### config.mk
export PLATFORM = sky130hd
export DESIGN_NAME = resv_monitor
export DESIGN_NICKNAME = d
export VERILOG_FILES = /design/src/rtl/resv_pkg.sv /design/src/rtl/resv_slot.sv /design/src/rtl/resv_pick.sv /design/src/rtl/resv_monitor.sv
export SDC_FILE = /design/constraint.sdc
export NUM_CORES = 1
export LEC_CHECK = 0
export ABC_AREA = 1
export ABC_CLOCK_PERIOD_IN_PS = 9000
export BUFFER_PORTS_ARGS = -buffer_cell sky130_fd_sc_hd__buf_2
export CORE_MARGIN = 2
export CORE_UTILIZATION = 42
export DETAILED_ROUTE_END_ITERATION = 7
export PLACE_DENSITY = 0.66
export SLEW_MARGIN = 20
export SYNTH_ARGS = -nofsm -noshare
export SYNTH_HDL_FRONTEND = slang
export SYNTH_SLANG_ARGS = --single-unit
### constraint.sdc
create_clock -name clk -period 9 [get_ports clk]
set_input_delay 0.9 -clock clk [delete_from_list [all_inputs] [get_ports clk]]
set_output_delay 0.9 -clock clk [all_outputs]
set_load 0.01 [all_outputs]
### src/rtl/resv_pkg.sv
package resv_pkg;
  typedef enum logic [1:0] {
    OP_IDLE = 2'd0,
    OP_LL   = 2'd1,
    OP_SC   = 2'd2,
    OP_ST   = 2'd3
  } resv_op_e;
endpackage

### src/rtl/resv_slot.sv
// One reservation entry: valid flag plus owner and granule.
module resv_slot #(
  parameter int CTX_W  = 2,
  parameter int GRAN_W = 26
) (
  input  logic              clk,
  input  logic              rst_n,
  input  logic              set_i,
  input  logic              clr_i,
  input  logic [CTX_W-1:0]  ctx_i,
  input  logic [GRAN_W-1:0] gran_i,
  output logic              vld_o,
  output logic [CTX_W-1:0]  ctx_o,
  output logic [GRAN_W-1:0] gran_o
);
  logic vld_d;

  always_comb begin
    vld_d = vld_o;
    if (set_i)      vld_d = 1'b1;
    else if (clr_i) vld_d = 1'b0;
  end

  always_ff @(posedge clk or negedge rst_n) begin
    if (!rst_n) vld_o <= 1'b0;
    else        vld_o <= vld_d;
  end

  // payload is qualified by vld_o, so it needs no reset
  always_ff @(posedge clk) begin
    if (set_i) begin
      ctx_o  <= ctx_i;
      gran_o <= gran_i;
    end
  end
endmodule

### src/rtl/resv_pick.sv
// Lowest-index free entry as a one-hot vector.
module resv_pick #(
  parameter int N_ENT = 4
) (
  input  logic [N_ENT-1:0] busy_i,
  output logic [N_ENT-1:0] free_oh_o,
  output logic             any_free_o
);
  always_comb begin
    free_oh_o = '0;
    for (int i = N_ENT - 1; i >= 0; i--) begin
      if (!busy_i[i]) free_oh_o = N_ENT'(1) << i;
    end
  end
  assign any_free_o = ~&busy_i;
endmodule

### src/rtl/resv_monitor.sv
module resv_monitor #(
  parameter int N_CTX   = 4,
  parameter int N_ENT   = 4,
  parameter int ADDR_W  = 32,
  parameter int GRAN_LG = 6,
  localparam int CTX_W  = (N_CTX > 1) ? $clog2(N_CTX) : 1
) (
  input  logic              clk,
  input  logic              rst_n,
  input  logic              req_vld,
  input  logic [CTX_W-1:0]  req_ctx,
  input  logic [ADDR_W-1:0] req_addr,
  input  logic [1:0]        req_op,
  output logic              store_ok,
  output logic              sc_pass,
  output logic [N_CTX-1:0]  clr_excl,
  output logic              alloc_full
);
  import resv_pkg::*;
  localparam int GRAN_W = ADDR_W - GRAN_LG;

  logic [GRAN_W-1:0] req_gran;
  logic [N_ENT-1:0]  e_vld, e_set, e_clr, ctx_hit, addr_hit, free_oh;
  logic              any_free;
  logic [CTX_W-1:0]  e_ctx  [N_ENT];
  logic [GRAN_W-1:0] e_gran [N_ENT];
  logic              ok_d, pass_d, full_d;
  logic [N_CTX-1:0]  clr_d;
  resv_op_e          op;

  assign req_gran = req_addr[ADDR_W-1:GRAN_LG];
  assign op       = resv_op_e'(req_op);

  for (genvar g = 0; g < N_ENT; g++) begin : g_ent
    resv_slot #(.CTX_W(CTX_W), .GRAN_W(GRAN_W)) u_slot (
      .clk    (clk),
      .rst_n  (rst_n),
      .set_i  (e_set[g]),
      .clr_i  (e_clr[g]),
      .ctx_i  (req_ctx),
      .gran_i (req_gran),
      .vld_o  (e_vld[g]),
      .ctx_o  (e_ctx[g]),
      .gran_o (e_gran[g])
    );
    assign ctx_hit[g]  = e_vld[g] && (e_ctx[g] == req_ctx);
    assign addr_hit[g] = e_vld[g] && (e_gran[g] == req_gran);
  end

  resv_pick #(.N_ENT(N_ENT)) u_pick (
    .busy_i     (e_vld),
    .free_oh_o  (free_oh),
    .any_free_o (any_free)
  );

  // next-state decode
  always_comb begin
    e_set  = '0;
    e_clr  = '0;
    ok_d   = 1'b0;
    pass_d = 1'b0;
    full_d = 1'b0;
    clr_d  = '0;
    if (req_vld) begin
      case (op)
        OP_LL: begin
          if (|ctx_hit)      e_set = ctx_hit;
          else if (any_free) e_set = free_oh;
          else               full_d = 1'b1;
        end
        OP_SC: begin
          if (|(ctx_hit & addr_hit)) begin
            ok_d   = 1'b1;
            pass_d = 1'b1;
            e_clr  = addr_hit;
          end
        end
        OP_ST: begin
          ok_d  = 1'b1;
          e_clr = addr_hit;
        end
        default: ;
      endcase
    end
    for (int i = 0; i < N_ENT; i++) begin
      if (e_clr[i] && (e_ctx[i] != req_ctx)) clr_d[e_ctx[i]] = 1'b1;
    end
  end

  // registered verdict
  always_ff @(posedge clk or negedge rst_n) begin
    if (!rst_n) begin
      store_ok   <= 1'b0;
      sc_pass    <= 1'b0;
      clr_excl   <= '0;
      alloc_full <= 1'b0;
    end else begin
      store_ok   <= ok_d;
      sc_pass    <= pass_d;
      clr_excl   <= clr_d;
      alloc_full <= full_d;
    end
  end
endmodule

Word level (Yosys, flattened, before mapping)
Cells that the tools add are included.

Register bits after elaboration: 123. Output and inout bits: 7. Logic and storage cells: 106.

Order comparisons: 8. Equality and inequality tests: 15. Multiplexer cells: 40. Bitwise logic cells: 4. Reduce and logical (&&, ||, !) cells: 23.

Operators with widths (count): $eq 26x26->1 (4); $mux 4 (14); $mux 1 (20); $logic_and 1x1->1 (16); $lt 2x3->1 const B (4); $or 4x4->4 (3); $demux 1 s2 (4); $eq 2x2->1 (4); $ge 2x1->1 const B (4); $ne 2x2->1 (4); $pmux 4 s2 (1); $reduce_bool 2->1 (4); $reduce_or 4->1 (2); $and 4x4->4 (1); $eq 2x2->1 const B (2); $reduce_and 4->1 (1); $eq 2x1->1 const B (1); $pmux 1 s2 (1).

Logic depth before layout (Yosys ltp)
Depth in word-level cells: 15. Mapped depth: 19. Depth with buffers taken out: 18.

Cells and area by module
A second synthesis with hierarchy kept.

Cell total of the unflattened synthesis: 803. Area total of the unflattened synthesis: 6826.5 um^2.

Modules (own cells, without submodules): resv_slot (times used 4, cells an instance 33, area an instance 880.8 um^2, sequential area each 865.8 um^2); resv_monitor (times used 1, cells an instance 660, area an instance 3261.9 um^2, sequential area each 175.2 um^2); resv_pick (times used 1, cells an instance 11, area an instance 41.3 um^2, sequential area each 0.0 um^2).

Worst setup path after synthesis
No wires, ideal clock.

Path kind: input to register. Start: input req_ctx[1]. End: register g_ent[3].u_slot.ctx_o[0], enable pin. Setup time: 413 ps. Arrival time: 3220 ps. Required time: 8587 ps. Path slack: 5367 ps. Stages: 9. Path through: buf_2 xnor2_1 nand2_1 nor2_1 nor4_1 nand2_1 nor2_1 a31oi_1 nor2_1.

Longest elaborated chain between the ends: 6. Elaborated cells between the ends (all ways): 12. Classes of those cells: eq/ne (4); mux (3); reduce/logical (5).

Ends and longest elaborated chain: from (decl) (line resv_monitor.sv:11) `input logic [CTX_W-1:0] req_ctx,`; $eq 2x2->1 (line resv_monitor.sv:46) `assign ctx_hit[g] = e_vld[g] && (e_ctx[g] == req_ctx);`; $logic_and 1x1->1 (line resv_monitor.sv:46); $reduce_or 4->1 (line resv_monitor.sv:67) `if (|ctx_hit) e_set = ctx_hit;`; $mux 4 * (line resv_monitor.sv:67); $mux 4 * (line resv_monitor.sv:65) `case (op)`; $mux 4 * (line resv_monitor.sv:64) `if (req_vld) begin`; via g_ent[3].u_slot.set_i (line resv_slot.sv:8) `input logic set_i,`; to (signal assigned) (line resv_slot.sv:32) `ctx_o <= ctx_i;`; to (decl) (line resv_slot.sv:13) `output logic [CTX_W-1:0] ctx_o,`.

The timed path passes the listed nets; every way through them passes the cells marked *. A chain may end at the register's enable or synchronous reset.

Worst setup path after layout
Start: input req_ctx[0]. End: register g_ent[2].u_slot.gran_o[15], enable pin.

Longest elaborated chain between the ends: 6. Elaborated cells between the ends (all ways): 12. Classes of those cells: eq/ne (4); mux (3); reduce/logical (5).

Ends and longest elaborated chain: $eq 2x2->1 (line resv_monitor.sv:46); $logic_and 1x1->1 (line resv_monitor.sv:46); $reduce_or 4->1 (line resv_monitor.sv:67); $mux 4 * (line resv_monitor.sv:67); $mux 4 * (line resv_monitor.sv:65); $mux 4 * (line resv_monitor.sv:64); via g_ent[2].u_slot.set_i (line resv_slot.sv:8); to (signal assigned) (line resv_slot.sv:33) `gran_o <= gran_i;`; to (decl) (line resv_slot.sv:14) `output logic [GRAN_W-1:0] gran_o`.

Marks and branches as above.

==> run_results.csv <==
group,metric,value,unit
place,dp_cells,898,
setup_path,cp_slowest_stage_delay,0.45,ns
global_route,antenna_found_initial,0,
sta,final.period_utilization,35.0,%
global_route,grt-ovfl-total,0,
setup_path,crit_chain,"buf_2 > xnor2_1 > nand3_1 > nor2_1 > nor4_1 > nand2_1 > nor2_1 > inv_1 > o21bai_2 > nand2_1 > inv_1 > buf_4",
detailed_routing,first_iter_violations,333,
setup_path,path_delay_family,"buffers and inverters",
detailed_routing,drt_pass1_iterations,5,
synth,synth-edff-count,112,
clock_tree,cts_resized,0,
global_route,grt_pass1_vias,4263,
detailed_routing,antenna_left,0,
power_and_ir_drop,ir_drop,0.120,mV
floorplanning,rows,43,
global_route,grt_usage,19.1,%
synth,synthAdderAreaFrac,0,%
setup_path,cp.arrival,3.24,ns
hold_path,hold_class,"input port to async pin",
sta,hold_violations,0,
synth,synth_top_area_share,55.5,%
sta,setup_violations,0,
power_and_ir_drop,switching_share,23.3,%
synth,synth_top_family_by_area,"simple AND/OR/NAND/NOR gates",
synth,synth_fp_nets,721,
floorplanning,die_h,124,microns
clock_tree,cts_tree,"done",
sta,max-slew-margin-rel,56.9,%
synth,synth.most_common_cell,"nand2_1",
detailed_routing,vias_per_cell,4.71,
place,globalplace.congestion,0.890,
global_route,grt_pass1_wl,21.4,mm
final_layout,fin_nets,776,
power_and_ir_drop,p_per_area,208,nW/um^2
synth,ys_top_cells_by_count,"nand2_1 (259), inv_1 (115), edfxtp_1 (112)",
floorplanning,io_pins,46,
sta,rsz0062_at_grt,"false",
setup_path,crit_fanout,16,
clock_tree,cts_setup_buffers,0,
setup_path,r2r_cells,12,
final_layout,drive_above_1_share,13.2,%
clock_tree,path_clk_slew,0.05,ns
setup_path,worst-setup-path-type,"input port to flip-flop",
synth,synth_compound_area_share,1.84,%
detailed_routing,wirelength,13.3,mm
synth,synthMuxAreaShare,0,%
power_and_ir_drop,p_int,1.12,mW
synth,synth.ff_latch_count,123,
clock_tree,numCtsBuffers,17,
sta,drv_slew,0,
detailed_routing,drc,0,
setup_path,crit_required,9.09,ns
sta,tns,0,ns
synth,netlist_area,6060,sq um
final_layout,antenna_cells,0,
setup_path,crit_buf_inv,4,
setup_path,slowest_stage,"inv_1",
floorplanning,die_area,15400,sq um
sta,clock_skew,0.0136,ns
sta,max_freq,318,MHz
final_layout,nFillCells,1285,
global_route,grt_max_degree,29,
power_and_ir_drop,comb_power_share,9.0,%
floorplanning,die_w,124,microns
run_status,status,"complete, no violations",
detailed_routing,vias,4379,
setup_path,crit_cells,12,
floorplanning,coreArea,14000,sq um
synth,yosysWarnings,0,
clock_tree,cts.sinks,123,
synth,synthFlopType,"edfxtp_1",
power_and_ir_drop,power_frac_clock,45.5,%
setup_path,crit_path_start_kind,"input port",
power_and_ir_drop,p_seq_share,45.4,%
final_layout,area_growth,16.6,%
power_and_ir_drop,p_leak,3.29,nW
synth,ys_seq_area_share,60.0,%
synth,synth_xor_area_share,5.35,%
floorplanning,start_util,43.3,%
synth,synth_area_leaders,"edfxtp_1 (55%), nand2_1 (16%), inv_1 (7.1%)",
sta,worst-slew-pin-transition,0.645,ns
place,port_buffers,39,
synth,netlist-cell-type-count,26,
clock_tree,cts_hold_buf,0,
place,hpwl,9.45,mm
sta,timing.final.crit_period,3.15,ns
synth,synthSimpleGateAreaFrac,23.9,%
synth,ys_async_sr_fraction,8.94,%
clock_tree,cts_buffer_depth,2,
clock_tree,cts-root-buf,"clkbuf_16",
final_layout,final_cell_count_no_fill,930,
synth,yosysTopAreaCell,"edfxtp_1",
synth,synthCells,682,
synth,synth_area_per_cell,8.89,sq um
clock_tree,cts.htree.levels,4,
run,drv_cap,0,
setup_path,endpoint_kind,"flip-flop",
power_and_ir_drop,switchingPower,0.342,mW
clock_tree,clkLatencyLatePin,0.42,ns
detailed_routing,wire_per_inst,14.2,microns
power by group through the flow:
stage | Clock [mW] | Combinational (mW) | Sequential [mW]
finish | 0.667 | 0.132 | 0.666
floorplan | 0 | 0.0828 | 0.675
global placement | 0 | 0.129 | 0.676
CTS | 0.679 | 0.133 | 0.666
detailed placement | 0 | 0.132 | 0.677
global route | 0.709 | 0.150 | 0.668
layer usage:
metal	GRT usage, %	wire (microns)	vias up
met5	0	0	-
met4	7.44	194	0
met3	4.67	926	16
met2	29.4	6070	140
met1	26.0	6060	2006
li1	-	-	2217
sequential cells by signal, summed over array words and instances (netlist names):
| signal | cells |
|---|---|
| sc_pass | 1 |
| g_ent.u_slot.ctx_o | 8 |
| clr_excl | 4 |
| g_ent.u_slot.vld_o | 4 |
| g_ent.u_slot.gran_o | 104 |
| alloc_full | 1 |
| store_ok | 1 |
layout by cell type (no fill, tap or decap), drive strengths merged:
| master | Yosys | routed |
|---|---|---|
| a21oi | 6 | 6 |
| edfxtp | 112 | 112 |
| inv | 134 | 134 |
| dfrtp | 11 | 11 |
| bufinv | 0 | 3 |
| nand4 | 8 | 8 |
| and3 | 1 | 1 |
| o211ai | 1 | 1 |
| clkinvlp | 0 | 4 |
| nor3 | 1 | 1 |
| nor2 | 66 | 66 |
| nor4 | 4 | 4 |
| xnor2 | 34 | 34 |
| nand3 | 21 | 21 |
| buf | 3 | 43 |
| a31oi | 2 | 2 |
| xor2 | 3 | 3 |
| clkinv | 0 | 7 |
| clkbuf | 4 | 18 |
| o21bai | 1 | 1 |
| nand2 | 260 | 260 |
| o21ai | 10 | 10 |
worst register-to-register path, stage by stage (launching register included):
cell and delay (ns):
edfxtp_1 0.43, inv_1 0.12, nand2_1 0.05, nand3_1 0.14
nor2_1 0.10, nor4_1 0.41, nand2_1 0.13, nor2_1 0.15
inv_1 0.08, o21bai_2 0.11, nand2_1 0.08, inv_1 0.45
buf_4 0.39
metrics by stage:
stage	utilization [%]	hold slack, ns	total power, mW	setup WS, ns	instance area [sq um]
after detailed placement	46.3	0.494	0.809	5.41	6480
after global placement	46.3	0.474	0.805	5.52	6480
final	50.5	0.344	1.47	5.85	7060
after CTS	50.5	0.347	1.48	5.84	7060
after global routing	50.5	0.353	1.53	5.62	7060
after floorplan	-	0.453	0.758	5.37	6060
final timing paths:
kind	startpoint	endpoint	slack [ns]
setup / recovery	req_ctx[0]	g_ent[2].u_slot.gran_o[15]	5.85
hold / removal	rst_n	g_ent[2].u_slot.vld_o	0.34
setup reg to reg	g_ent[0].u_slot.ctx_o[1]	g_ent[2].u_slot.gran_o[15]	6.02
hold reg to reg	g_ent[1].u_slot.vld_o	g_ent[1].u_slot.vld_o	0.52
max in group asynchronous	rst_n	sc_pass	8.44
min in group clk	g_ent[1].u_slot.vld_o	g_ent[1].u_slot.vld_o	0.52
logic make-up (layout without fill, tap and decap cells):
family | count (synthesis) | in the layout
xor gates and xnor gates | 37 | 37
DFF | 123 | 123
buffers and inverters | 141 | 209
and+or+nand+nor | 361 | 361
AOI/OAI and AO/OA | 20 | 20
area by class of cell:
class	instances	area (sq um)	area share, %
repair buffers	43	225	3.19
flip-flops and latches	123	3640	51.5
clock buffers	18	429	6.08
multi-input cells	418	1890	26.7
clock inverters	14	154	2.18
well taps	180	225	3.19
inverters	134	503	7.12
Note: power is estimated with default switching activity, not from simulation.
